--- config.mk ---
export PLATFORM = sky130hd
export DESIGN_NAME = tlb_fa
export DESIGN_NICKNAME = d
export VERILOG_FILES = /design/src/rtl/tlb_pkg.sv /design/src/rtl/tlb_cam.sv /design/src/rtl/tlb_victim.sv /design/src/rtl/tlb_fa.sv
export SDC_FILE = /design/constraint.sdc
export NUM_CORES = 2
export LEC_CHECK = 0
export ABC_AREA = 1
export BUFFER_PORTS_ARGS = -buffer_cell sky130_fd_sc_hd__buf_2
export CAP_MARGIN = 20
export CORE_MARGIN = 3
export CORE_UTILIZATION = 35
export DETAILED_ROUTE_END_ITERATION = 6
export HOLD_SLACK_MARGIN = 0.02
export PLACE_DENSITY = 0.47
export SETUP_SLACK_MARGIN = 0.3
export SKIP_CTS_REPAIR_TIMING = 1
export SLEW_MARGIN = 20
export SYNTH_ARGS = -nofsm -noshare
export SYNTH_HDL_FRONTEND = slang
export SYNTH_SLANG_ARGS = --single-unit
--- constraint.sdc ---
create_clock -name clk -period 6.6 [get_ports clk]
set_input_delay 0.66 -clock clk [delete_from_list [all_inputs] [get_ports clk]]
set_output_delay 0.66 -clock clk [all_outputs]
set_load 0.005 [all_outputs]
--- src/rtl/tlb_pkg.sv ---
package tlb_pkg;
  localparam logic [1:0] ACC_READ  = 2'd0;
  localparam logic [1:0] ACC_WRITE = 2'd1;
  localparam logic [1:0] ACC_EXEC  = 2'd2;

  localparam logic [1:0] PERM_RO   = 2'd0;
  localparam logic [1:0] PERM_RW   = 2'd1;
  localparam logic [1:0] PERM_XO   = 2'd2;

  typedef struct packed {
    logic       valid;
    logic       dirty;
    logic [1:0] perm;
  } tlb_meta_t;

  function automatic logic perm_ok(input logic [1:0] perm, input logic [1:0] kind);
    case (perm)
      PERM_RO: return kind == ACC_READ;
      PERM_RW: return (kind == ACC_READ) || (kind == ACC_WRITE);
      PERM_XO: return kind == ACC_EXEC;
      default: return 1'b0;
    endcase
  endfunction
endpackage

--- src/rtl/tlb_cam.sv ---
module tlb_cam
  import tlb_pkg::*;
#(
  parameter int ENTRIES = 32,
  parameter int VPN_W   = 30,
  parameter int PPN_W   = 21,
  localparam int IDX_W  = $clog2(ENTRIES)
) (
  input  logic               clk,
  input  logic               rst_n,
  input  logic               flush,
  input  logic               lk_en,
  input  logic [VPN_W-1:0]   lk_vpn,
  input  logic [1:0]         lk_kind,
  output logic               lk_hit,
  output logic [IDX_W-1:0]   lk_idx,
  output logic [PPN_W-1:0]   lk_ppn,
  output logic               lk_allowed,
  output logic               lk_dirty,
  input  logic               fill_en,
  input  logic [IDX_W-1:0]   fill_idx,
  input  logic [VPN_W-1:0]   fill_vpn,
  input  logic [PPN_W-1:0]   fill_ppn,
  input  logic [1:0]         fill_perm,
  input  logic               fill_dirty,
  output logic               fl_hit,
  output logic [IDX_W-1:0]   fl_idx,
  output logic [ENTRIES-1:0] valid_vec
);
  logic [VPN_W-1:0]   tag_q  [ENTRIES];
  logic [PPN_W-1:0]   ppn_q  [ENTRIES];
  tlb_meta_t          meta_q [ENTRIES];
  logic [ENTRIES-1:0] lk_match;
  logic [ENTRIES-1:0] fl_match;

  // Two comparator banks: one for lookups, one for fill deduplication
  for (genvar g = 0; g < ENTRIES; g++) begin : g_cmp
    assign valid_vec[g] = meta_q[g].valid;
    assign lk_match[g]  = meta_q[g].valid && (tag_q[g] == lk_vpn);
    assign fl_match[g]  = meta_q[g].valid && (tag_q[g] == fill_vpn);
  end

  always_comb begin
    lk_idx = '0;
    fl_idx = '0;
    for (int i = 0; i < ENTRIES; i++) begin
      if (lk_match[i]) lk_idx = IDX_W'(i);
      if (fl_match[i]) fl_idx = IDX_W'(i);
    end
  end

  assign lk_hit     = |lk_match;
  assign fl_hit     = |fl_match;
  assign lk_ppn     = ppn_q[lk_idx];
  assign lk_allowed = perm_ok(meta_q[lk_idx].perm, lk_kind);
  assign lk_dirty   = meta_q[lk_idx].dirty;

  logic wr_mark;
  assign wr_mark = lk_en && lk_hit && lk_allowed && (lk_kind == ACC_WRITE);

  always_ff @(posedge clk or negedge rst_n) begin
    if (!rst_n) begin
      for (int i = 0; i < ENTRIES; i++) meta_q[i] <= '0;
    end else if (flush) begin
      for (int i = 0; i < ENTRIES; i++) meta_q[i].valid <= 1'b0;
    end else if (fill_en) begin
      meta_q[fill_idx] <= '{valid: 1'b1, dirty: fill_dirty, perm: fill_perm};
    end else if (wr_mark) begin
      meta_q[lk_idx].dirty <= 1'b1;
    end
  end

  always_ff @(posedge clk) begin
    if (fill_en && !flush) begin
      tag_q[fill_idx] <= fill_vpn;
      ppn_q[fill_idx] <= fill_ppn;
    end
  end

  p_single_match_r8: assert property (@(posedge clk) disable iff (!rst_n)
    $onehot0(lk_match));
  p_flush_empties_r9: assert property (@(posedge clk) disable iff (!rst_n)
    flush |=> (valid_vec == '0));
  p_write_marks_dirty_r5: assert property (@(posedge clk) disable iff (!rst_n)
    (wr_mark && !flush && !fill_en) |=> meta_q[$past(lk_idx)].dirty);
  p_fill_installs_r6: assert property (@(posedge clk) disable iff (!rst_n)
    (fill_en && !flush) |=> valid_vec[$past(fill_idx)]);
endmodule

--- src/rtl/tlb_victim.sv ---
module tlb_victim #(
  parameter int          ENTRIES = 32,
  parameter logic [15:0] SEED    = 16'hACE1,
  localparam int         IDX_W   = $clog2(ENTRIES)
) (
  input  logic               clk,
  input  logic               rst_n,
  input  logic [ENTRIES-1:0] valid_vec,
  input  logic               touch_en,
  input  logic [IDX_W-1:0]   touch_idx,
  output logic [IDX_W-1:0]   victim_idx
);
  logic [15:0]      lfsr_q;
  logic [IDX_W-1:0] last_q;
  logic [IDX_W-1:0] free_idx;
  logic [IDX_W-1:0] rnd_raw;
  logic [IDX_W-1:0] rnd_idx;
  logic             any_free;

  always_ff @(posedge clk or negedge rst_n) begin
    if (!rst_n) begin
      lfsr_q <= SEED;
      last_q <= '0;
    end else begin
      lfsr_q <= lfsr_q[0] ? ((lfsr_q >> 1) ^ 16'hB400) : (lfsr_q >> 1);
      if (touch_en) last_q <= touch_idx;
    end
  end

  // Lowest invalid entry wins when one exists
  always_comb begin
    free_idx = '0;
    for (int i = ENTRIES - 1; i >= 0; i--) begin
      if (!valid_vec[i]) free_idx = IDX_W'(i);
    end
  end

  assign any_free   = ~&valid_vec;
  assign rnd_raw    = lfsr_q[IDX_W-1:0];
  assign rnd_idx    = (rnd_raw == last_q) ? rnd_raw + IDX_W'(1) : rnd_raw;
  assign victim_idx = any_free ? free_idx : rnd_idx;

  p_victim_spares_last_r7: assert property (@(posedge clk) disable iff (!rst_n)
    (&valid_vec) |-> (victim_idx != last_q));
  p_victim_prefers_free_r6: assert property (@(posedge clk) disable iff (!rst_n)
    !(&valid_vec) |-> !valid_vec[victim_idx]);
endmodule

--- src/rtl/tlb_fa.sv ---
module tlb_fa
  import tlb_pkg::*;
#(
  parameter int ENTRIES = 32,
  parameter int VPN_W   = 30,
  parameter int PPN_W   = 21,
  parameter int OFF_W   = 13,
  localparam int VA_W   = VPN_W + OFF_W,
  localparam int PA_W   = PPN_W + OFF_W
) (
  input  logic             clk,
  input  logic             rst_n,
  input  logic             flush_i,
  input  logic             req_valid_i,
  output logic             req_ready_o,
  input  logic [VA_W-1:0]  req_vaddr_i,
  input  logic [1:0]       req_kind_i,
  output logic             rsp_valid_o,
  output logic             rsp_hit_o,
  output logic             rsp_fault_o,
  output logic             rsp_dirty_o,
  output logic [PA_W-1:0]  rsp_paddr_o,
  input  logic             fill_valid_i,
  output logic             fill_ready_o,
  input  logic [VPN_W-1:0] fill_vpn_i,
  input  logic [PPN_W-1:0] fill_ppn_i,
  input  logic [1:0]       fill_perm_i,
  input  logic             fill_dirty_i
);
  localparam int IDX_W = $clog2(ENTRIES);

  logic               req_fire, fill_fire;
  logic               lk_hit, lk_allowed, lk_dirty, fl_hit;
  logic [IDX_W-1:0]   lk_idx, fl_idx, victim_idx, fill_idx;
  logic [PPN_W-1:0]   lk_ppn;
  logic [ENTRIES-1:0] valid_vec;
  logic [OFF_W-1:0]   lk_off;

  assign fill_ready_o = !flush_i;
  assign req_ready_o  = !flush_i && !fill_valid_i;
  assign fill_fire    = fill_valid_i && fill_ready_o;
  assign req_fire     = req_valid_i && req_ready_o;
  assign lk_off       = req_vaddr_i[OFF_W-1:0];
  assign fill_idx     = fl_hit ? fl_idx : victim_idx;

  tlb_cam #(.ENTRIES(ENTRIES), .VPN_W(VPN_W), .PPN_W(PPN_W)) u_cam (
    .clk        (clk),
    .rst_n      (rst_n),
    .flush      (flush_i),
    .lk_en      (req_fire),
    .lk_vpn     (req_vaddr_i[VA_W-1:OFF_W]),
    .lk_kind    (req_kind_i),
    .lk_hit     (lk_hit),
    .lk_idx     (lk_idx),
    .lk_ppn     (lk_ppn),
    .lk_allowed (lk_allowed),
    .lk_dirty   (lk_dirty),
    .fill_en    (fill_fire),
    .fill_idx   (fill_idx),
    .fill_vpn   (fill_vpn_i),
    .fill_ppn   (fill_ppn_i),
    .fill_perm  (fill_perm_i),
    .fill_dirty (fill_dirty_i),
    .fl_hit     (fl_hit),
    .fl_idx     (fl_idx),
    .valid_vec  (valid_vec)
  );

  tlb_victim #(.ENTRIES(ENTRIES)) u_victim (
    .clk        (clk),
    .rst_n      (rst_n),
    .valid_vec  (valid_vec),
    .touch_en   (fill_fire || (req_fire && lk_hit)),
    .touch_idx  (fill_fire ? fill_idx : lk_idx),
    .victim_idx (victim_idx)
  );

  always_ff @(posedge clk or negedge rst_n) begin
    if (!rst_n) begin
      rsp_valid_o <= 1'b0;
      rsp_hit_o   <= 1'b0;
      rsp_fault_o <= 1'b0;
      rsp_dirty_o <= 1'b0;
      rsp_paddr_o <= '0;
    end else begin
      rsp_valid_o <= req_fire;
      rsp_hit_o   <= req_fire && lk_hit && lk_allowed;
      rsp_fault_o <= req_fire && lk_hit && !lk_allowed;
      rsp_dirty_o <= req_fire && lk_hit &&
                     (lk_dirty || (lk_allowed && req_kind_i == ACC_WRITE));
      rsp_paddr_o <= (req_fire && lk_hit && lk_allowed) ? {lk_ppn, lk_off} : '0;
    end
  end

  p_rsp_follows_accept_r2: assert property (@(posedge clk) disable iff (!rst_n)
    req_fire |=> rsp_valid_o);
  p_no_rsp_unasked_r10: assert property (@(posedge clk) disable iff (!rst_n)
    !req_fire |=> !rsp_valid_o);
  p_hit_fault_apart_r4: assert property (@(posedge clk) disable iff (!rst_n)
    !(rsp_hit_o && rsp_fault_o));
  p_offset_kept_r2: assert property (@(posedge clk) disable iff (!rst_n)
    req_fire |=> (!rsp_hit_o || rsp_paddr_o[OFF_W-1:0] == $past(lk_off)));
  p_quiet_idle_r3: assert property (@(posedge clk) disable iff (!rst_n)
    !rsp_valid_o |-> (!rsp_hit_o && !rsp_fault_o));
endmodule

* After elaboration in Yosys (flattened, before gate mapping)
Memory sizes are Yosys's and may differ from the RTL's.
Cells that the tools add are included.
** Storage, ports and cells
- Register bits :: 187
- Memory bits (writable) :: 1632
- Bits of input ports :: 104
- Word-level logic and storage cells :: 419
- Memories :: 2
** Memories
- u_cam.tag_q :: depth 32, bits a word 30, read ports 32, clocked after Yosys merged registers in 0, wr ports 1, line tlb_cam.sv:30 : logic [VPN_W-1:0] tag_q [ENTRIES];
- u_cam.ppn_q :: depth 32, bits a word 21, read ports 1, clocked after Yosys merged registers in 0, wr ports 1, line tlb_cam.sv:31 : logic [PPN_W-1:0] ppn_q [ENTRIES];
** Operators by class
- Add/sub/neg operators :: 1
- Magnitude comparators :: 4
- Equal/unequal tests :: 69
- Mux-type cells :: 146
- Bitwise logic cells :: 4
- Reduce and logical (&&, ||, !) cells :: 90
** Operator list (number)
- $eq 30x30->1 :: 64
- $mux 5 :: 82
- $bwmux 128 :: 2
- $mux 128 :: 2
- $logic_and 1x1->1 :: 76
- $reduce_or 32->1 :: 2
- $demux 4 s5 :: 2
- $mux 1 :: 36
- $mux 4 :: 9
- $mux 34 :: 1
- $reduce_and 32->1 :: 1
- $mux 3 :: 7
- $bmux 4 s5 :: 1
- $mux 16 :: 1
- $ge 6x6->1 const B :: 2
- $lt 6x1->1 const B :: 2
- $not 5->6 :: 2
- $add 5x1->5 const B :: 1
- $eq 5x5->1 :: 1
- $eq 2x1->1 const B :: 2
- $eq 2x2->1 const B :: 2
- $logic_not 2->1 :: 2
- $mux 2 :: 2
- $not 3->4 :: 1
- 7 further kinds :: 11

* Longest topological paths before layout
An unclocked memory read counts as a cell.
- Depth after elaboration :: 45
- Depth in mapped cells :: 57

* By module
From an unflattened synthesis, not the netlist that was laid out.
** Unflattened totals
- Cell total of the unflattened synthesis :: 8261
- Area total of the unflattened synthesis :: 87826.7 um^2
** Modules (own cells, without submodules)
- tlb_cam :: times used 1, cells an instance 7963, area an instance 85149.2 um^2, sequential area each 52210.1 um^2
- tlb_fa :: times used 1, cells an instance 156, area an instance 1542.7 um^2, sequential area each 950.9 um^2
- tlb_victim :: times used 1, cells an instance 142, area an instance 1134.8 um^2, sequential area each 535.5 um^2

* Worst setup path before layout
OpenSTA, ideal clock, no wires.
- Path type :: input port to flip-flop
- Start :: in fill_vpn_i[18]
- End :: mem u_cam.ppn_q[5][0] (enable)
- Arrival time :: 4908 ps
- Required time :: 6195 ps
- Path slack :: 1287 ps
- Stages :: 40
- Cells stage by stage :: buf_2 inv_2 buf_2 o22ai_1 or4_1 nor4_1 nand2_1 nand2_1 nand2_1 nand2_1 nand2_1 nand2_1 nand2_1 nand2_1 nand2_1 nand2_1 nand2_1 nand2_1 [4 not listed] nand2_1 nand2_1 nand2_1 nand2_1 nand2_1 nand2_1 nand2_1 nand2_1 nand2_1 nand2_1 nand2_1 nand2_1 nand2_1 nand2_1 nand2_1 nor2_2 nand2_1 inv_1
** On the way
- Cells in the longest elaborated chain, start to end :: 34
** Ends and longest elaborated chain
- start, declared :: line tlb_fa.sv:25 : input logic [VPN_W-1:0] fill_vpn_i,
- $eq 30x30->1 :: line tlb_cam.sv:40 : assign fl_match[g] = meta_q[g].valid && (tag_q[g] == fill_vpn);
- $logic_and 1x1->1 :: line tlb_cam.sv:40
- $mux 1 :: line tlb_cam.sv:48 : if (fl_match[i]) fl_idx = IDX_W'(i);
- $mux 2 (2 in a row) :: line tlb_cam.sv:48
- $mux 3 (4 in a row) :: line tlb_cam.sv:48
- $mux 4 (8 in a row) :: line tlb_cam.sv:48
- $mux 5 (16 in a row) :: line tlb_cam.sv:48
- $mux 5 * :: line tlb_fa.sv:44 : assign fill_idx = fl_hit ? fl_idx : victim_idx;
- end, declared :: line tlb_cam.sv:31
Every way passes the cells marked *; elsewhere a longest branch is shown, timed or not.

* Final worst setup path
- Start :: reg u_cam.meta_q, in the netlist u_cam.valid_vec[1]
- End :: reg rsp_paddr_o[13]
** On the way
- Cells in the longest elaborated chain, start to end :: 40
** Ends and longest elaborated chain
- start, declared :: line tlb_cam.sv:32 : tlb_meta_t meta_q [ENTRIES];
- start signal, assigned by index :: line tlb_cam.sv:67 : meta_q[fill_idx] <= '{valid: 1'b1, dirty: fill_dirty, perm: fill_perm};
- $logic_and 1x1->1 * :: line tlb_cam.sv:39 : assign lk_match[g] = meta_q[g].valid && (tag_q[g] == lk_vpn);
- $mux 1 :: line tlb_cam.sv:47 : if (lk_match[i]) lk_idx = IDX_W'(i);
- $mux 5 (30 in a row) :: line tlb_cam.sv:47
- $not 5->6 (not written as such) :: line tlb_cam.sv:55 : assign lk_allowed = perm_ok(meta_q[lk_idx].perm, lk_kind);
- $bmux 4 s5 :: line tlb_cam.sv:55
- $mux 3 (not written as such) (2 in a row) :: line tlb_cam.sv:55
- $eq 2x2->1, or another cell as far along :: line tlb_pkg.sv:17 : case (perm)
- $pmux 1 s3 :: line tlb_pkg.sv:17
- $logic_and 1x1->1 :: line tlb_fa.sv:91 : rsp_paddr_o <= (req_fire && lk_hit && lk_allowed) ? {lk_ppn, lk_off} : '0;
- $mux 34 * :: line tlb_fa.sv:91
- end signal, assigned :: line tlb_fa.sv:91
- end, declared :: line tlb_fa.sv:22 : output logic [PA_W-1:0] rsp_paddr_o,
Every way passes the cells marked *; elsewhere a longest branch is shown, timed or not. The select of a mux whose other input is x is not followed.
A chain may end at the register's enable or synchronous reset.

==> key figures <==
Timing
  – Fin crit period: 6050 ps
  – Hold slack: 79.00 ps
  – Worst rel slew slack: 30.54%
  – Clock skew: ~120 ps
  – Pins Over Slew Limit: 0
  – Setup Viol. Count Final: 0
  – RSZ-0062 raised after global routing: yes
  – Fin crit share: 91.67%
  – Final hold vios: 0
  – Achievable frequency: 165.3 MHz
  – Slew @ Worst Pin: 1041 ps

Pwr
  – Total power draw: 27.22 mW
  – Sw Share: 26.09%
  – Comb pwr share: 9.3%
  – LEAKAGE: 38.08 nW
  – VDD IR max: ~0.00025 V
  – Sw Pwr: 7.103 mW
  – Cell internal pwr: 20.12 mW
  – Power per Cell Area: around 260 nW/um^2
  – Register share of total power: 46.5%
  – Clock share of power: 44.3%

Synth
  – Main combinational cell family by area after synthesis: compound AO/OA/AOI/OAI gates
  – Synth Area in Simple Gates: 11.78%
  – Multiplexer share of the synthesized area: 0%
  – Synth warn: 0
  – FF+latch count, synth: 1819
  – Number of synthesized flops with an enable pin: roughly 1600
  – Synthesized Nets: approximately 7700
  – Yosys cell types: 56
  – Register area share after synthesis: 62.26%
  – Synth Area in Adders: 0.01451%
  – Mapped Avg Cell Area: 11.37 um^2
  – Post-Synthesis Cells: 7584
  – Post-synthesis compound-gate area fraction: 13.70%
  – Synth Area in XOR/XNOR: about 6.5%
  – Netlist Area Pre-Place: ~86000 um^2
  – Dominant synthesized flop cell: edfxtp_1
  – Async S/R FF share, synth: 10.28%

Die
  – Die height: 502.4 um
  – Die width: 502.4 um
  – Die area: 252400 um^2
  – Rows: 181
  – Core Region: ~240000 um^2
  – Initial core utilization: 35.33%
  – IO Count: 144

Clock network
  – Clk buf depth: 3
  – H-tree level count: 4
  – CTS tree: yes
  – Worst-Skew Late Latency: 930 ps
  – CTS Sinks: 1819
  – CTS clk-pin slew, worst paths: 60 ps
  – Root buffer cell: clkbuf_16
  – CTS Buf Count: about 200

Routing
  – Drt drc: 28
  – Routed wire length: just under 500 mm
  – First-pass iteration count of the detailed router: 7
  – DRT iter0 DRCs: between 10000 and 15000
  – Wirelength per Cell: 42.21 um
  – Post-route ant nets: 0
  – Total number of vias: 75032
  – Vias per cell: 6.390

Worst setup path
  – Largest stage delay, worst path: between 500 and 600 ps
  – Critical path's slowest cell: dfrtp_2
  – CP Launch Type: flip-flop
  – Max FO, Critical Path: 95
  – CP dominant cell by count: nand2_1
  – Crit end category: flip-flop
  – Reg2reg start: u_cam.valid_vec[1]
  – Critical path class: flip-flop to flip-flop
  – Worst reg-to-reg path cell count: 46
  – R2R Setup Slk: 550 ps
  – WP data required: 7430 ps
  – Crit path arrival time: between 6000 and 7000 ps
  – RR Endpoint: rsp_paddr_o[13]

Global routing
  – Grt ovf: 0
  – Number of global-route vias before repair: 71693
  – Largest net degree at the start of global routing: 96
  – First-pass GRT wire length: 655.1 mm
  – Initial antenna violation count: 45
  – GRT Overall Usage: 38.34%

Cells and area
  – Commonest non-fill, non-tap cell in the layout: edfxtp_1
  – Fillcell total: 22839
  – Register area: 53700 um^2
  – Layout area overhead: 21.76%
  – Layout cells sized above 1: between 15 and 20%
  – Most frequent cells in the layout: edfxtp_1 (1632), nand2_1 (1091), o22ai_1 (724), buf_4 (691), inv_1 (665)
  – Multi-input gate area: 27710 um^2
  – Final net count: 8445

Hold path
  – Hold_sp: req_valid_i
  – Hold Crit Class: input port to flip-flop
  – Cells on Worst Hold Path: 2
  – Worst Hold End: rsp_valid_o

Place
  – Global placement routability congestion: 1.014
  – HPWL Detailed: ~340 mm
  – Port Buf Inserts: 143

Run status
  – Violated checks: design-rule violations
  – Status: finished with violations

Flow run
  – Max Cap Violations: 0
## synthesized netlist by cell type (3+ instances only)
library cell  number  area, um^2
a22oi_1           86       645.6
o21bai_1           4       30.03
nand2_2            3       18.77
inv_2             30       112.6
and2_1            28       175.2
nand3b_1           7       52.55
o21ai_1           21       105.1
a21oi_1           69       345.3
nor4b_1           31       271.5
and3_1             9       56.30
o2111ai_1         48       420.4
nand4_1          214        1339
or4_1             40       300.3
a2111oi_0          9       78.83
o211ai_1          10       75.07
xnor2_1          407        3565
a22o_1            10       87.58
o22a_1           168        1471
dfstp_2            8       210.2
edfxtp_1        1632       49010
o21ai_0          339        1697
nand3_1          170       850.8
dfrtp_1          179        4479
clkbuf_1         178       668.1
buf_4             32       240.2
inv_1            712        2673
a31oi_1            3       18.77
nor3_1            25       125.1
nand2_1         1095        4110
nor2_2             4       25.02
buf_2            152       760.7
buf_1             78       292.8
xor2_1           237        2076
nor2_1           235       882.1
a221oi_1          51       446.7
nor4_1           259        1620
o22ai_1          724        4529
o221ai_1         206        1804
clkinv_1          11       41.29
or2_2             29       181.4
buf_6             12       135.1
## metal layers
layer,global-route usage (%),part of all wire [%]
met4,24.12,7.4
met2,59.50,45
met3,8.099,9.7
met1,48.90,38
met5,0,0.030
## area by class of cell
class | instances | share of cell area, %
inverter | 753 | 2.733
antenna | 29 | 0.06911
sequential | 1819 | 51.14
tap | 3202 | 3.815
clock buffer | 247 | 5.112
clock inverter | 130 | 1.603
multi-input combinational | 4560 | 26.39
timing repair buffer | 1003 | 9.144
## state kept, by name, indices dropped and copies added, names as in the netlist
name / count
u_cam.tag_q: 960
u_cam.ppn_q: 672
u_cam.meta_q: 96
rsp_paddr_o: 34
u_cam.valid_vec: 32
u_victim.lfsr_q: 16
u_victim.last_q: 5
rsp_dirty_o: 1
rsp_fault_o: 1
rsp_hit_o: 1
rsp_valid_o: 1
## power by group through the flow
| stage | clock, mW | sequential, mW | combinational [mW] |
|---|---|---|---|
| floorplan | 0 | 12.9 | 0.828 |
| global placement | 0 | 12.9 | 2.41 |
| detailed placement | 0 | 12.9 | 2.39 |
| CTS | 12.2 | 12.6 | 2.40 |
| global route | 12.7 | 12.6 | 2.50 |
| finish | 12.1 | 12.7 | 2.52 |
## how the worst max path moves through the flow
stage / startpoint / to / slack [ps]
2_1_floorplan: fill_vpn_i[18] / u_cam.ppn_q[5][0] / 1290
3_3_place_gp: req_vaddr_i[37] / rsp_paddr_o[28] / -570
3_5_place_dp: req_vaddr_i[31] / rsp_paddr_o[28] / -500
4_1_cts: u_cam.valid_vec[1] / rsp_paddr_o[28] / 150
5_1_grt: u_cam.valid_vec[1] / u_cam.meta_q[102] / 270
6_report: u_cam.valid_vec[1] / rsp_paddr_o[13] / 550
## per-stage QoR
step / cell area [um^2] / setup WS, ps / setup TNS [ps] / std cells / util [%]
finish: 105000 / 549.8 / 0 / 11743 / 43.01
CTS: 104600 / 149.0 / 0 / 11693 / 42.85
global placement: 97560 / -566.0 / -24350 / 11316 / 39.96
floorplan: 86240 / 1287 / 0 / 7584 / -
detailed placement: 97560 / -503.7 / -20030 / 11316 / 39.96
global route: 104900 / 268.0 / 0 / 11716 / 42.98
## critical path: cells and delay by family (launching register included)
family / cells / cell delay [ps]
buf+inv: 5 / 1080
simple gates: 38 / 3520
flops: 1 / 520
compound gates: 3 / 700
## kinds of logic (layout without fill, tap and decap cells)
kind of cell,Yosys count,count (layout)
other,0,29
flip-flops,1819,1819
adder cells (fa/ha/maj),1,1
XOR/XNOR,644,644
buffers and inverters,1205,2133
AND/OR/NAND/NOR,2161,2161
AO/OA/AOI/OAI,1754,1754
Power figures use the tool's default switching activity.
